### src/rtl/bec_pkg.sv
package bec_pkg;

    typedef enum logic {
        ST_ARMED  = 1'b0,
        ST_LOCKED = 1'b1
    } bec_state_e;

    localparam int TYPE_W = 2;
    localparam int SEG_W  = 5;
    localparam int CAP_W  = TYPE_W + 1 + SEG_W;

    typedef struct packed {
        logic [TYPE_W-1:0] etype;
        logic              dir;
        logic [SEG_W-1:0]  seg;
    } bec_code_t;

endpackage

### src/rtl/bec_capture_fsm.sv
module bec_capture_fsm
    import bec_pkg::*;
(
    input  logic      clk,
    input  logic      rst_n,
    input  logic      err_strobe,
    input  logic      cap_rd,
    input  bec_code_t code_in,
    output logic      take,
    output logic      locked,
    output bec_code_t cap_q
);

    bec_state_e state_q, state_d;

    // state register
    always_ff @(posedge clk or negedge rst_n) begin
        if (!rst_n) state_q <= ST_ARMED;
        else        state_q <= state_d;
    end

    // next state and outputs
    always_comb begin
        state_d = state_q;
        take    = 1'b0;
        unique case (state_q)
            ST_ARMED: begin
                // T_CAPTURE; a same-cycle capture read drops the error
                if (err_strobe && !cap_rd) begin
                    take    = 1'b1;
                    state_d = ST_LOCKED;
                end
            end
            ST_LOCKED: begin
                // T_RELEASE
                if (cap_rd) state_d = ST_ARMED;
            end
            default: state_d = ST_ARMED;
        endcase
    end

    assign locked = (state_q == ST_LOCKED);

    always_ff @(posedge clk or negedge rst_n) begin
        if (!rst_n)    cap_q <= '0;
        else if (take) cap_q <= code_in;
    end

endmodule

### src/rtl/bec_irq_flag.sv
module bec_irq_flag (
    input  logic clk,
    input  logic rst_n,
    input  logic take,
    input  logic irq_en,
    input  logic irq_rd,
    output logic flag_q,
    output logic irq_o
);

    logic set_flag;

    assign set_flag = take && irq_en;

    always_ff @(posedge clk or negedge rst_n) begin
        if (!rst_n)        flag_q <= 1'b0;
        else if (set_flag) flag_q <= 1'b1;   // a new event beats a clearing read
        else if (irq_rd)   flag_q <= 1'b0;
    end

    assign irq_o = flag_q && irq_en;

endmodule

### src/rtl/bec_read_mux.sv
module bec_read_mux #(
    parameter int ADDR_W   = 5,
    parameter int DATA_W   = 8,
    parameter int CAP_ADDR = 12,
    parameter int IRQ_ADDR = 3,
    parameter int FLAG_BIT = 0
) (
    input  logic              rd_en,
    input  logic [ADDR_W-1:0] rd_addr,
    input  logic [DATA_W-1:0] cap_val,
    input  logic              flag_q,
    output logic              cap_rd,
    output logic              irq_rd,
    output logic [DATA_W-1:0] rd_data
);

    localparam logic [ADDR_W-1:0] CAP_A = ADDR_W'(CAP_ADDR);
    localparam logic [ADDR_W-1:0] IRQ_A = ADDR_W'(IRQ_ADDR);

    logic [DATA_W-1:0] irq_word;

    always_comb begin
        irq_word           = '0;
        irq_word[FLAG_BIT] = flag_q;
    end

    always_comb begin
        if (rd_addr == CAP_A)      rd_data = cap_val;
        else if (rd_addr == IRQ_A) rd_data = irq_word;
        else                       rd_data = '0;
    end

    assign cap_rd = rd_en && (rd_addr == CAP_A);
    assign irq_rd = rd_en && (rd_addr == IRQ_A);

endmodule

### src/rtl/bus_err_capture.sv
module bus_err_capture
    import bec_pkg::*;
#(
    parameter int ADDR_W   = 5,
    parameter int CAP_ADDR = 12,
    parameter int IRQ_ADDR = 3,
    parameter int FLAG_BIT = 0
) (
    input  logic              clk,
    input  logic              rst_n,
    input  logic              err_strobe,
    input  logic [TYPE_W-1:0] err_type,
    input  logic              err_dir,
    input  logic [SEG_W-1:0]  err_seg,
    input  logic              irq_en,
    input  logic              rd_en,
    input  logic [ADDR_W-1:0] rd_addr,
    output logic [CAP_W-1:0]  rd_data,
    output logic              irq_o
);

    bec_code_t code_in;
    bec_code_t cap_q;
    logic      take;
    logic      locked;
    logic      cap_rd;
    logic      irq_rd;
    logic      flag_q;

    assign code_in = '{etype: err_type, dir: err_dir, seg: err_seg};

    bec_capture_fsm u_fsm (
        .clk        (clk),
        .rst_n      (rst_n),
        .err_strobe (err_strobe),
        .cap_rd     (cap_rd),
        .code_in    (code_in),
        .take       (take),
        .locked     (locked),
        .cap_q      (cap_q)
    );

    bec_irq_flag u_flag (
        .clk    (clk),
        .rst_n  (rst_n),
        .take   (take),
        .irq_en (irq_en),
        .irq_rd (irq_rd),
        .flag_q (flag_q),
        .irq_o  (irq_o)
    );

    bec_read_mux #(
        .ADDR_W   (ADDR_W),
        .DATA_W   (CAP_W),
        .CAP_ADDR (CAP_ADDR),
        .IRQ_ADDR (IRQ_ADDR),
        .FLAG_BIT (FLAG_BIT)
    ) u_mux (
        .rd_en   (rd_en),
        .rd_addr (rd_addr),
        .cap_val (cap_q),
        .flag_q  (flag_q),
        .cap_rd  (cap_rd),
        .irq_rd  (irq_rd),
        .rd_data (rd_data)
    );

endmodule

### config.mk
export PLATFORM = sky130hd
export DESIGN_NAME = bus_err_capture
export DESIGN_NICKNAME = d
export VERILOG_FILES = /design/src/rtl/bec_pkg.sv /design/src/rtl/bec_capture_fsm.sv /design/src/rtl/bec_irq_flag.sv /design/src/rtl/bec_read_mux.sv /design/src/rtl/bus_err_capture.sv
export SDC_FILE = /design/constraint.sdc
export NUM_CORES = 1
export LEC_CHECK = 0
export BUFFER_PORTS_ARGS = -buffer_cell sky130_fd_sc_hd__clkbuf_2
export CORE_AREA = 10 10 47 49
export CTS_CLUSTER_DIAMETER = 150
export DETAILED_ROUTE_END_ITERATION = 7
export DIE_AREA = 0 0 57 59
export MAX_ROUTING_LAYER = met4
export PLACE_DENSITY = 0.69
export SETUP_SLACK_MARGIN = 0.2
export SLEW_MARGIN = 10
export SYNTH_ARGS = -nofsm -noshare
export SYNTH_HDL_FRONTEND = slang
export SYNTH_SLANG_ARGS = --single-unit
### constraint.sdc
create_clock -name clk -period 2.2 [get_ports clk]
set_input_delay 0.22 -clock clk [delete_from_list [all_inputs] [get_ports clk]]
set_output_delay 0.22 -clock clk [all_outputs]
set_load 0.03 [all_outputs]
## After elaboration in Yosys (flattened, before gate mapping)

Cells that the tools add are included.

| storage, ports and cells | value |
|---|---|
| register bits after elaboration | 10 |
| output and inout bits | 9 |

| operators by class | value |
|---|---|
| equality and inequality tests | 2 |
| muxes and demuxes | 8 |
| bitwise logic cells | 1 |
| reduce and logical (&&, ||, !) cells | 7 |

Operators by type and width:

| cell | count |
|---|---|
| 8-bit two-way mux | 1 |
| 1-bit two-way mux | 6 |
| 5-bit by 2-bit equality test with 1-bit output (second input constant) | 1 |
| 5-bit by 4-bit equality test with 1-bit output (second input constant) | 1 |
| 1-bit logical AND | 5 |
| 1-bit case mux with 2 select lines | 1 |
| 2-bit nonzero test | 1 |
| 1-bit logical NOT | 1 |
| 1-bit NOT | 1 |

## Logic depth before layout (Yosys ltp)

| depth | value |
|---|---|
| depth in word-level cells | 8 |
| mapped depth | 4 |

## Modules after synthesis

Synthesis repeated with hierarchy kept, for this count alone.

| unflattened totals | value |
|---|---|
| cell total of the unflattened synthesis | 40 |
| area total of the unflattened synthesis | 525.5 µm² |

By module, submodules not included:

| module | times used | cells an instance | area each (µm²) | sequential area each (µm²) |
|---|---|---|---|---|
| bec_capture_fsm | 1 | 21 | 376.6 | 225.2 |
| bec_read_mux | 1 | 14 | 100.1 | 0.0 |
| bec_irq_flag | 1 | 5 | 48.8 | 25.0 |

## Worst setup path after synthesis

OpenSTA, ideal clock, no wires.

| timing | value |
|---|---|
| kind | input to register |
| from | in rd_addr[0] |
| to | reg u_fsm.cap_q[0] (netlist name) |
| library setup time | 125 ps |
| data arrival time | 1130 ps |
| data required time | 2075 ps |
| path slack | 946 ps |
| stages on the path | 4 |
| buffers on the path | 1 |
| cell sequence | and4bb_1 -> buf_6 -> a21oi_4 -> mux2_2 |

| on the way | value |
|---|---|
| longest elaborated chain between the ends | 6 |

Ends and longest elaborated chain:

| what | RTL line | text |
|---|---|---|
| start: declaration | bus_err_capture.sv:17 | `input logic [ADDR_W-1:0] rd_addr,` |
| 5-bit by 4-bit equality test with 1-bit output | bec_read_mux.sv:33 | `assign cap_rd = rd_en && (rd_addr == CAP_A);` |
| 1-bit logical AND | bec_read_mux.sv:33 |  |
| 1-bit logical NOT | bec_capture_fsm.sv:29 | `if (err_strobe && !cap_rd) begin` |
| 1-bit logical AND | bec_capture_fsm.sv:29 |  |
| 1-bit two-way mux | bec_capture_fsm.sv:29 |  |
| 1-bit two-way mux | bec_capture_fsm.sv:26 | `unique case (state_q)` |

No other way between the ends.
A chain may end at the register's enable or synchronous reset.

## Worst setup path after layout

| timing | value |
|---|---|
| from | in rd_addr[0] |
| to | out rd_data[2] |

| on the way | value |
|---|---|
| longest elaborated chain between the ends | 2 |

Ends and longest elaborated chain:

| what | RTL line | text |
|---|---|---|
| 5-bit by 4-bit equality test with 1-bit output | bec_read_mux.sv:28 | `if (rd_addr == CAP_A) rd_data = cap_val;` |
| 8-bit two-way mux | bec_read_mux.sv:28 |  |
| end: declaration | bus_err_capture.sv:18 | `output logic [CAP_W-1:0] rd_data,` |

No other way between the ends.

==> results.cfg <==
[worst_setup_path]
arrival_ns = 1.22
startpoint = rd_addr[0]
worstReg2RegEnd = u_fsm.cap_q[6]
reg2regPathDepth = 3
r2r_slack_ns = 0.89
crit_fanout = 10
critPathRequiredTime_ns = 1.98
rr_startpoint = u_fsm.locked
startpoint_type = input port
endpoint = rd_data[2]
crit_type = input port to primary output
worstSetupEndpointType = primary output

[synthesis]
synth_cell_types = 16
synth_seq_area_share_pct = 50.63
synth-seq-cells = 10
yosys_warnings = 0
synth_top_area_share_pct = 50.63
avgSynthCellArea_sq_um = 12.67
netlist_area_sq_um = 494.2
yosys.area.top_type = dfrtp_1
syn_inst = 39
synthesis.nets = 57
synthTopCellsByArea = dfrtp_1 (51%), mux2_2 (18%), and3_1 (8.9%)

[layout]
postLayoutCoreUtil_pct = 47.50
mostFrequentLayoutCell = clkbuf_2
multiInputGateArea_sq_um = 229.0
final_cell_mix = clkbuf_2 (26), dfrtp_1 (10), mux2_2 (8)
layout-drive-gt1-share_pct = 55.88
seq_area_sq_um = 250.2
fill_cells = 139
nNetsFinal = 88
n_antenna_cell = 0
area_delta_synth_final_pct = 34.68

[global_routing]
grt_max_degree = 11
antenna_found_initial = 0
grt_pass1_vias = 436
overflow = 0
grt_use_total_pct = 7.810
grt_pass1_wl_mm = 2.042

[timing]
fmax_mhz = 695.1
tns_ns = 0
hold_ws_ns = 0.1902
worst_slew_pin_slew_ns = 0.3649
max_slew_margin_pct = 75.34
rsz0062_at_grt = no
hold_viol_final = 0
period_share_pct = 65.40
skew_ns = 0.0005188
final-max-slew-violation-count = 0
setup_violations = 0
finalCriticalPeriod_ns = 1.439

[clocking]
clkTransAtPathRegs_ns = 0.06
cts_made_buffers = 3
ctsResizeCount = 0
cts.sinks = 10
clockRootBuffer = clkbuf_4
cts_tree = done
clock_latency_ns = 0.26
h-tree-depth = 1
cts_buffer_depth = 2

[power]
p_per_area_mw_per_mm2 = 695.4
ir_worst_vdd_mv = 0.2734
finalPower_mw = 0.4629
p_leak_nw = 0.3576

[flow_run]
cap_violations = 0

[detailed_routing]
routedWlPerCell_um = 14.30
vias = 427
dr.pass1.iters = 4
avgViaCountPerCell = 5.083
routed_wl_mm = 1.201
drtIter0Drc = 10
drc_errors = 0
postRouteAntennaNets = 0

[die]
initial_core_util_pct = 35.27
dieArea_sq_mm = 0.003363
fp-row-count = 14
die_x_um = 57
coreArea_sq_mm = 0.001401
die_y_um = 59
io_pins = 27

[run_status]
outcome = finished clean

[placed_design]
hpwlAfterDp_um = 962.3
place_congestion = 0.7475
portBuffers = 26

[hold_path]
hp-class = input port to flip-flop
flip-flops by register name (all words and copies together), names as in the netlist:
register / flops
u_fsm.cap_q: 8
u_flag.flag_q: 1
u_fsm.locked: 1
cell type report:
cell class,count,area share (%)
clock buffers,3,3.383
inverters,1,0.5639
multi-input cells,27,34.40
flip-flops and latches,10,37.59
well taps,16,3.008
repair buffers,27,21.05
Yosys cell counts, drive strengths merged:
cell type and number:
a32o 1, nand2b 1, inv 1, a21oi 2, nor2b 2, nor4bb 1, mux2 8, buf 1
and4bb 1, and3 7, nand2 1, dfrtp 10, nor2 1, a22o 1, and2 1
kinds of logic after synthesis:
group / count (synthesis) / share of synthesized area [%]
buffers and inverters: 2 / 3.037
AO/OA/AOI/OAI: 4 / 8.102
multiplexers: 8 / 18.23
AND/OR/NAND/NOR: 15 / 20.00
flip-flops: 10 / 50.63
power by group:
group | total [mW] | switching (mW) | leakage, nW | internal, mW
Combinational | 0.0920 | 0.0372 | 0.226 | 0.0548
Clock | 0.120 | 0.0571 | 0.0138 | 0.0629
Sequential | 0.251 | 0.0209 | 0.118 | 0.230
timing repair:
item                      CTS  global route
hold endpoints to repair   10             0
buffers inserted            0             0
hold buffers                1             0
layer usage:
metal  share of wire, %  global-route usage (%)  up-vias  routed length (um)
met5                  0                       -        -                   0
met4                1.2                   4.027        0                  15
met3                 14                   4.936        4                 164
met2                 35                   8.372       27                 423
met1                 50                   10.38      194                 597
li1                   -                       -      202                   -
per-stage QoR:
stage	setup slack, ns	instance area, sq um	instances
2_1_floorplan	0.9456	494.2	39
3_3_place_gp	0.7542	633.1	80
3_5_place_dp	0.7157	633.1	80
4_1_cts	0.7564	665.6	84
5_1_grt	0.6665	665.6	84
6_report	0.7613	665.6	84
worst max-delay path, stage by stage:
cell and delay, ns:
clkbuf_2 0.08, and4bb_1 0.49, and3_1 0.22, clkbuf_2 0.20
worst min-delay path by stage:
| stage | from | endpoint | cells past startpoint |
|---|---|---|---|
| floorplan | rst_n | u_flag.flag_q | 0 |
| global placement | rst_n | u_fsm.cap_q[4] | 1 |
| detailed placement | rst_n | u_fsm.cap_q[4] | 1 |
| CTS | err_type[1] | u_fsm.cap_q[7] | 2 |
| global route | err_seg[1] | u_fsm.cap_q[1] | 2 |
| finish | err_type[1] | u_fsm.cap_q[7] | 2 |
(Power assumes the default switching activity.)
